[config.mk]
export PLATFORM = sky130hd
export DESIGN_NAME = irqagg_top
export DESIGN_NICKNAME = d
export VERILOG_FILES = /design/src/rtl/irqagg_pkg.sv /design/src/rtl/irqagg_ctrl.sv /design/src/rtl/irqagg_datapath.sv /design/src/rtl/irqagg_outgen.sv /design/src/rtl/irqagg_top.sv
export SDC_FILE = /design/constraint.sdc
export NUM_CORES = 1
export LEC_CHECK = 0
export ABC_AREA = 1
export CAP_MARGIN = 20
export CORE_MARGIN = 3
export CORE_UTILIZATION = 50
export DETAILED_ROUTE_END_ITERATION = 16
export MAX_ROUTING_LAYER = met4
export PLACE_DENSITY = 0.72
export SLEW_MARGIN = 20
export SYNTH_ARGS = -nofsm -noshare
export SYNTH_HDL_FRONTEND = slang
export SYNTH_SLANG_ARGS = --single-unit
[constraint.sdc]
create_clock -name clk -period 3.3 [get_ports clk]
set_input_delay 0.66 -clock clk [delete_from_list [all_inputs] [get_ports clk]]
set_output_delay 0.66 -clock clk [all_outputs]
set_load 0.01 [all_outputs]
[src/rtl/irqagg_pkg.sv]
package irqagg_pkg;

  localparam logic [7:0] OFS_ENABLE  = 8'h00;
  localparam logic [7:0] OFS_STATUS  = 8'h04;
  localparam logic [7:0] OFS_SRCMODE = 8'h08;
  localparam logic [7:0] OFS_SRCPOL  = 8'h0C;
  localparam logic [7:0] OFS_OUTMODE = 8'h10;
  localparam logic [7:0] OFS_OUTPOL  = 8'h14;
  localparam logic [7:0] OFS_FORCE   = 8'h18;

  typedef enum logic [2:0] {
    SEL_NONE,
    SEL_ENABLE,
    SEL_STATUS,
    SEL_SRCMODE,
    SEL_SRCPOL,
    SEL_OUTMODE,
    SEL_OUTPOL
  } readSel_e;

  typedef struct packed {
    logic     wrEnable;
    logic     wrStatus;
    logic     wrSrcMode;
    logic     wrSrcPol;
    logic     wrOutMode;
    logic     wrOutPol;
    logic     wrForce;
    readSel_e rdSel;
  } regStrobes_t;

endpackage

[src/rtl/irqagg_ctrl.sv]
module irqagg_ctrl
  import irqagg_pkg::*;
#(
  parameter int unsigned ADDR_W = 5
) (
  input  logic [ADDR_W-1:0] busAddr,
  input  logic              busWrEn,
  input  logic              busRdEn,
  output regStrobes_t       strobes
);

  readSel_e hitSel;

  always_comb begin
    strobes = '0;
    hitSel  = SEL_NONE;
    case (busAddr)
      ADDR_W'(OFS_ENABLE):  begin strobes.wrEnable  = busWrEn; hitSel = SEL_ENABLE;  end
      ADDR_W'(OFS_STATUS):  begin strobes.wrStatus  = busWrEn; hitSel = SEL_STATUS;  end
      ADDR_W'(OFS_SRCMODE): begin strobes.wrSrcMode = busWrEn; hitSel = SEL_SRCMODE; end
      ADDR_W'(OFS_SRCPOL):  begin strobes.wrSrcPol  = busWrEn; hitSel = SEL_SRCPOL;  end
      ADDR_W'(OFS_OUTMODE): begin strobes.wrOutMode = busWrEn; hitSel = SEL_OUTMODE; end
      ADDR_W'(OFS_OUTPOL):  begin strobes.wrOutPol  = busWrEn; hitSel = SEL_OUTPOL;  end
      ADDR_W'(OFS_FORCE):   strobes.wrForce = busWrEn;
      default: ;
    endcase
    strobes.rdSel = busRdEn ? hitSel : SEL_NONE;
  end

endmodule

[src/rtl/irqagg_datapath.sv]
module irqagg_datapath
  import irqagg_pkg::*;
#(
  parameter int unsigned NUM_SRC = 32
) (
  input  logic               clk,
  input  logic               rstN,
  input  logic [NUM_SRC-1:0] srcIn,
  input  regStrobes_t        strobes,
  input  logic [NUM_SRC-1:0] wrData,
  output logic [NUM_SRC-1:0] rdData,
  output logic               maskedAny,
  output logic               outModeQ,
  output logic               outPolQ
);

  logic [NUM_SRC-1:0] syncA, syncB, prevB;
  logic [NUM_SRC-1:0] enableQ, pendQ, modeQ, polQ;
  logic [NUM_SRC-1:0] srcEvent, forceSet, ackClr;

  // per-source sensing slice
  for (genvar i = 0; i < NUM_SRC; i++) begin : g_sense
    logic lvlHit, edgeHit;
    assign lvlHit      = polQ[i] ? syncB[i] : ~syncB[i];
    assign edgeHit     = polQ[i] ? (syncB[i] & ~prevB[i]) : (~syncB[i] & prevB[i]);
    assign srcEvent[i] = modeQ[i] ? edgeHit : lvlHit;
  end

  assign forceSet = strobes.wrForce  ? wrData : '0;
  assign ackClr   = strobes.wrStatus ? wrData : '0;

  always_ff @(posedge clk or negedge rstN) begin
    if (!rstN) begin
      syncA <= '0;
      syncB <= '0;
      prevB <= '0;
      pendQ <= '0;
    end else begin
      syncA <= srcIn;
      syncB <= syncA;
      prevB <= syncB;
      pendQ <= (pendQ & ~ackClr) | srcEvent | forceSet;
    end
  end

  always_ff @(posedge clk or negedge rstN) begin
    if (!rstN) begin
      enableQ  <= '0;
      modeQ    <= '0;
      polQ     <= '0;
      outModeQ <= 1'b0;
      outPolQ  <= 1'b0;
    end else begin
      if (strobes.wrEnable)  enableQ  <= wrData;
      if (strobes.wrSrcMode) modeQ    <= wrData;
      if (strobes.wrSrcPol)  polQ     <= wrData;
      if (strobes.wrOutMode) outModeQ <= wrData[0];
      if (strobes.wrOutPol)  outPolQ  <= wrData[0];
    end
  end

  assign maskedAny = |(pendQ & enableQ);

  always_comb begin
    case (strobes.rdSel)
      SEL_ENABLE:  rdData = enableQ;
      SEL_STATUS:  rdData = pendQ;
      SEL_SRCMODE: rdData = modeQ;
      SEL_SRCPOL:  rdData = polQ;
      SEL_OUTMODE: rdData = NUM_SRC'(outModeQ);
      SEL_OUTPOL:  rdData = NUM_SRC'(outPolQ);
      default:     rdData = '0;
    endcase
  end

endmodule

[src/rtl/irqagg_outgen.sv]
module irqagg_outgen (
  input  logic clk,
  input  logic rstN,
  input  logic maskedAny,
  input  logic outMode,
  input  logic outPol,
  output logic irqOut
);

  logic anyPrev;
  logic activeNow;

  always_ff @(posedge clk or negedge rstN) begin
    if (!rstN) anyPrev <= 1'b0;
    else       anyPrev <= maskedAny;
  end

  assign activeNow = outMode ? (maskedAny & ~anyPrev) : maskedAny;
  assign irqOut    = outPol ? activeNow : ~activeNow;

endmodule

[src/rtl/irqagg_top.sv]
module irqagg_top
  import irqagg_pkg::*;
#(
  parameter int unsigned NUM_SRC = 32,
  parameter int unsigned ADDR_W  = 5
) (
  input  logic               clk,
  input  logic               rstN,
  input  logic [NUM_SRC-1:0] srcIn,
  input  logic [ADDR_W-1:0]  busAddr,
  input  logic [NUM_SRC-1:0] busWrData,
  input  logic               busWrEn,
  input  logic               busRdEn,
  output logic [NUM_SRC-1:0] busRdData,
  output logic               irqOut
);

  regStrobes_t strobes;
  logic        maskedAny;
  logic        outModeQ;
  logic        outPolQ;

  irqagg_ctrl #(.ADDR_W(ADDR_W)) u_ctrl (
    .busAddr (busAddr),
    .busWrEn (busWrEn),
    .busRdEn (busRdEn),
    .strobes (strobes)
  );

  irqagg_datapath #(.NUM_SRC(NUM_SRC)) u_dp (
    .clk       (clk),
    .rstN      (rstN),
    .srcIn     (srcIn),
    .strobes   (strobes),
    .wrData    (busWrData),
    .rdData    (busRdData),
    .maskedAny (maskedAny),
    .outModeQ  (outModeQ),
    .outPolQ   (outPolQ)
  );

  irqagg_outgen u_out (
    .clk       (clk),
    .rstN      (rstN),
    .maskedAny (maskedAny),
    .outMode   (outModeQ),
    .outPol    (outPolQ),
    .irqOut    (irqOut)
  );

endmodule

==> impl_metrics.toml, run 1 <==
[worst_setup_path]
crit_path_top_delay_cell = "clkdlybuf4s50_1"
arrival_ps = 2560
endpoint_kind = "output pin"
crit_type = "in -> out"
cp.required_ps = 2640
start_kind = "input port"
reg2reg_slack_ps = 2150
slowest_delay_ps = 460
critPathMaxFanout = 10
worstPathCellList = "clkdlybuf4s50_1 -> nor2_4 -> nand3_4 -> buf_4 -> nor3_4 -> buf_4 -> buf_12 -> nand3_1 -> nand2_1 -> nor2_1 -> nand2_1 -> dlygate4sd2_1"

[sta]
final_max_slew_viol_count = 0
hold_viol = 0
period_needed_ps = 3220
min_period_over_period_pct = 97.7
finalSetupViolations = 0
slew_headroom_pct = 52.8
holdWs_ps = 152
clock.fmax_ghz = 0.310
skew_ps = 10.8
tightest_slew_ps = 709

[die]
die_w_um = 142
die_area_sq_um = 20100
start_util_pct = 52.2
dieHeight_um = 142
ios = 106
coreArea_sq_um = 17700
fp-row-count = 48

[pwr]
share_comb_of_total_power_pct = 10.3
p_seq_share_pct = 50.1
internal-power_mw = 4.97
swShare_pct = 25.3
p_sw_mw = 1.69
power_leakage_nw = 5.28
vdd_drop_max_v = 0.000534
power_density_nw_per_um2 = 572
power.share.clock_pct = 39.7

[cells_and_area]
num_antenna_cells = 0
drive_above_1_share_pct = 11.3
num-nets-final = 1245
final_area_sq_um = 11600
area_delta_synth_final_pct = 26.3

[synthesis]
synth_area_sq_um = 9210
synthMostInstantiatedCell = "nand2_1"
synth.distinct_cells = 19
ys_seq_area_share_pct = 61.7
ys_warn_count = 0
synth_seq_cells = 227
ys.flop_type = "dfrtp_1"
synth.top_cell.area_share_pct = 61.7
synth_nets = 1098
async_reset_ff_share_pct = 100
synth_cells = 1025
synth_common_cells = "nand2_1 (325), dfrtp_1 (227), o21ai_0 (154), inv_1 (72), nand3_1 (70)"
synth_area_leaders = "dfrtp_1 (62%), nand2_1 (13%), o21ai_0 (8.4%), nand4_1 (4.4%), nand3_1 (3.8%)"
postSynthAreaPerCell_sq_um = 8.98
synth_edf_count = 0
synth_top_area_cell = "dfrtp_1"

[hold_path]
min-delay-path-class = "in -> async"

[detailed_routing]
wl_per_cell_um = 16.2
vias = 7600
drtIter0Drc = 708
drt-total-wl_mm = 22.9
drc_errors = 0
ant_nets = 0
drt-pass1-iter-count = 5
via_per_inst = 5.38

[placement]
dpl_cell_area_sq_um = 10800
port_buffers = 105
place_congestion = 0.845
detailed_place_hpwl_mm = 14.8

[global_route]
grt_pass1_wl_mm = 36.9
first_global_vias = 7393
grt.overflow.total = 0
grt_max_degree = 96
grt_usage_pct = 23.2
antenna_found_initial = 0

[clocking]
clk_pin_slew_ps = 60
hold_buffers = 0
htree_levels = 1
clock_latency_ps = 510
cts_sinks = 227
cts_root_buf = "clkbuf_16"
numCtsBuffers = 24
cts.path.max_buffers = 3
tritoncts = "built"

[status]
status = "complete, no violations"

[flow_run]
cap_violations = 0
==> per-stage QoR <==
step                      setup TNS (ps)  std cells  util [%]  power (mW)  setup slack, ps
after floorplan                        0       1025         -        3.70              909
after global placement             -5720       1359      61.1        4.02             -220
after detailed placement           -7230       1359      61.1        4.06             -272
after CTS                           -502       1403      65.6        6.71             -171
after global routing               -11.7       1412      65.9        6.98            -9.91
final                                  0       1412      65.9        6.66             75.2
==> state kept, by name (all words and copies together) (netlist names) <==
register,count
u_dp.enableQ,32
u_dp.modeQ,32
u_dp.pendQ,32
u_dp.polQ,32
u_dp.prevB,32
u_dp.syncA,32
u_dp.syncB,32
u_dp.outModeQ,1
u_dp.outPolQ,1
u_out.anyPrev,1
==> layout by cell type (no fill, tap or decap), drive strengths merged <==
master and count:
dlymetal6s2s 4, nor4 1, clkbuf 60, inv 74, nand4 65, buf 55
clkdlybuf4s15 3, clkinvlp 1, nand2 327, bufinv 1, o21ai 162, nor2 55
clkdlybuf4s50 69, dfrtp 227, dlygate4sd2 6, nor3 3, nand3 71, clkinv 3
==> path summary, 6_finish.rpt <==
| kind | startpoint | to | cells after the start |
|---|---|---|---|
| hold reg to reg | u_dp.syncA[16] | u_dp.syncB[16] | 0 |
| setup reg to reg | u_dp.enableQ[15] | u_out.anyPrev | 6 |
| setup / recovery | busAddr[0] | busRdData[0] | 12 |
| max in group asynchronous | rstN | u_dp.enableQ[31] | 2 |
| min in group clk | u_dp.syncA[16] | u_dp.syncB[16] | 0 |
| hold / removal | rstN | u_dp.syncA[7] | 1 |
==> logic make-up (layout without fill, tap and decap cells) <==
logic type,after synthesis,in the layout,share of synthesized area (%)
AOI/OAI and AO/OA,162,162,8.80
buffers and inverters,114,276,4.93
DFF,227,227,61.7
and+or+nand+nor,522,522,24.6
==> cell type report <==
cell class | instances | area, sq um
clock inverter | 5 | 52.6
inverter | 74 | 278
timing repair buffer | 161 | 1490
sequential | 227 | 5680
fill | 1439 | 6020
tap | 225 | 282
clock buffer | 36 | 727
multi-input combinational | 684 | 3130
==> routing by layer <==
metal  global-route usage (%)  part of all wire, %
met1                     31.2                   43
met2                     37.4                   49
met3                     3.51                  6.4
met4                     6.06                  1.8
met5                        -                    0
==> worst max-delay path, delay by kind of cell <==
family / cells / cell delay [ps]
buffers and inverters: 5 / 1180
AND/OR/NAND/NOR: 7 / 730
==> what timing repair did <==
item / CTS / global route
gates cloned: 1 / 2
buffers inserted: 2 / 7
gates resized for setup: 41 / 54
setup endpoints to repair: 32 / 30
pin swaps: 1 / 7
==> power by group through the flow <==
stage | combinational, mW | clock [mW] | sequential, mW
CTS | 0.689 | 2.69 | 3.33
floorplan | 0.392 | 0 | 3.30
global placement | 0.658 | 0 | 3.37
detailed placement | 0.686 | 0 | 3.37
global route | 0.799 | 2.81 | 3.37
finish | 0.684 | 2.64 | 3.33
Power figures use the tool's default switching activity.
==> run 2, diff against run 1 <==
Settings changed: SETUP_SLACK_MARGIN set to 0.3.
==> impl_metrics.toml, run 2 (synthesis gave the netlist of run 1 again) <==
[status]
status = "complete, no violations"

[placement]
dpl_cell_area_sq_um = 10800
place_congestion = 0.845
port_buffers = 105
dp_slack_ps = -272
placedCellCount = 1359
detailed_place_hpwl_mm = 14.8

[pwr]
power_leakage_nw = 5.30
vdd_drop_max_v = 0.000530
swShare_pct = 25.5
power.share.clock_pct = 39.7
p_sw_mw = 1.70
power.total_mw = 6.67
power_density_nw_per_um2 = 570
internal-power_mw = 4.97
p_seq_share_pct = 50.0
share_comb_of_total_power_pct = 10.3

[sta]
hold_viol = 0
final_max_slew_viol_count = 0
min_period_over_period_pct = 89.0
clock.fmax_ghz = 0.340
skew_ps = 10.8
rsz0062_at_grt = "no"
fin_ws_ps = 362
tightest_slew_ps = 711
slew_headroom_pct = 52.6
finalSetupViolations = 0
period_needed_ps = 2940

[cells_and_area]
num_antenna_cells = 0
final_util_pct = 66.3
drive_above_1_share_pct = 13.0
area_delta_synth_final_pct = 27.1
fin_cells = 1417
final_area_sq_um = 11700
num-nets-final = 1250
final_cell_mix = "nand2_1 (321), dfrtp_1 (227), o21ai_0 (154)"
layout_commonest_cell = "nand2_1"
fill_cells = 1417

[die]
die_w_um = 142
dieHeight_um = 142
start_util_pct = 52.2
ios = 106
die_area_sq_um = 20100
coreArea_sq_um = 17700
fp-row-count = 48

[detailed_routing]
via_per_inst = 5.39
vias = 7644
wl_per_cell_um = 16.5
drc_errors = 0
drtIter0Drc = 642
drt-total-wl_mm = 23.3
drt-pass1-iter-count = 5
ant_nets = 0

[hold_path]
min-delay-path-class = "in -> async"

[global_route]
use_met2_pct = 38.0
grt_pass1_wl_mm = 37.4
first_global_vias = 7410
grt_usage_pct = 23.5
grt.overflow.total = 0
use_met1_pct = 31.5
grt_max_degree = 96
antenna_found_initial = 0
grt.busiest_layer = "met2"
use_met3_pct = 3.44

[worst_setup_path]
arrival_ps = 2280
critPathMaxFanout = 14
startpoint = "busAddr[4]"
crit_path_top_delay_cell = "dlygate4sd2_1"
cp.required_ps = 2640
endpoint_kind = "output pin"
crit_type = "in -> out"
reg2reg_slack_ps = 2140
reg2reg_to = "u_out.anyPrev"
critical_path.endpoint = "busRdData[21]"
reg2regPathDepth = 6
slowest_delay_ps = 350
worstPathCellList = "dlygate4sd2_1 -> nand2_2 -> nand3_4 -> buf_6 -> nor2_4 -> buf_4 -> nor2_4 -> buf_6 -> buf_12 -> nand2_1 -> nand4_1 -> buf_2"
reg2reg_from = "u_dp.enableQ[15]"
start_kind = "input port"

[clocking]
htree_levels = 1
tritoncts = "built"
cts.path.max_buffers = 3
cts_root_buf = "clkbuf_16"
clock_latency_ps = 510
hold_buffers = 0
numCtsBuffers = 24
clk_pin_slew_ps = 60
cts_sinks = 227

[flow_run]
cap_violations = 0
[run 2: cell count changes in the layout (fill, tap and decap cells not counted), moves of 3 or more]
| cell | change |
|---|---|
| buf_4 | -6 |
| nand2_1 | -3 |
| clkdlybuf4s50_1 | -4 |
| clkbuf_2 | -13 |
| dlymetal6s2s_1 | -3 |
| buf_2 | +24 |
| buf_6 | +8 |
| nand2_2 | +3 |
[run 2: worst max-delay path: cells and delay by family]
family | cells | cell delay (ps)
AND/OR/NAND/NOR | 6 | 570
buffers and inverters | 6 | 1040
[run 2: worst min-delay path by stage]
stage	startpoint	end	slack, ps	cells past startpoint
3_3_place_gp	u_dp.syncA[27]	u_dp.syncB[27]	330	0
2_1_floorplan	u_dp.syncA[0]	u_dp.syncB[0]	330	0
4_1_cts	rstN	u_dp.syncA[7]	190	1
6_report	rstN	u_dp.syncA[7]	150	1
5_1_grt	rstN	u_dp.syncB[7]	210	1
3_5_place_dp	u_dp.syncA[13]	u_dp.syncB[13]	330	0
[run 2: cell type report]
type	count	area, sq um	share of cell area (%)
Multi-Input combinational cell	684	3150	26.9
Sequential cell	227	5680	48.5
Inverter	74	278	2.37
Timing Repair Buffer	166	1540	13.2
Clock buffer	36	727	6.21
Clock inverter	5	52.6	0.449
Tap cell	225	282	2.40
[run 2: power by group through the flow]
| stage | Combinational [mW] | Clock [mW] | Sequential [mW] |
|---|---|---|---|
| after floorplan | 0.392 | 0 | 3.30 |
| after global placement | 0.658 | 0 | 3.37 |
| after detailed placement | 0.686 | 0 | 3.37 |
| after CTS | 0.690 | 2.69 | 3.33 |
| after global routing | 0.804 | 2.81 | 3.37 |
| final | 0.690 | 2.65 | 3.34 |
[run 2: metrics by stage]
step / TNS [ps] / hold slack, ps
4_1_cts: 0 / 195
3_3_place_gp: -5720 / 331
2_1_floorplan: 0 / 331
5_1_grt: 0 / 212
6_report: 0 / 153
3_5_place_dp: -7230 / 335
[run 2: metal layers]
metal / share of wire [%] / wire [um]
met2: 48 / 11300
met4: 2.0 / 470
met5: 0 / 0
met3: 6.3 / 1470
met1: 43 / 10100
[run 2: what timing repair did]
action / 4_1_cts / 5_1_grt
buffers inserted: 7 / 5
pin swaps: 5 / 9
gates resized for setup: 114 / 47
cloned: 1 / 4
setup endpoints to repair: 32 / 33
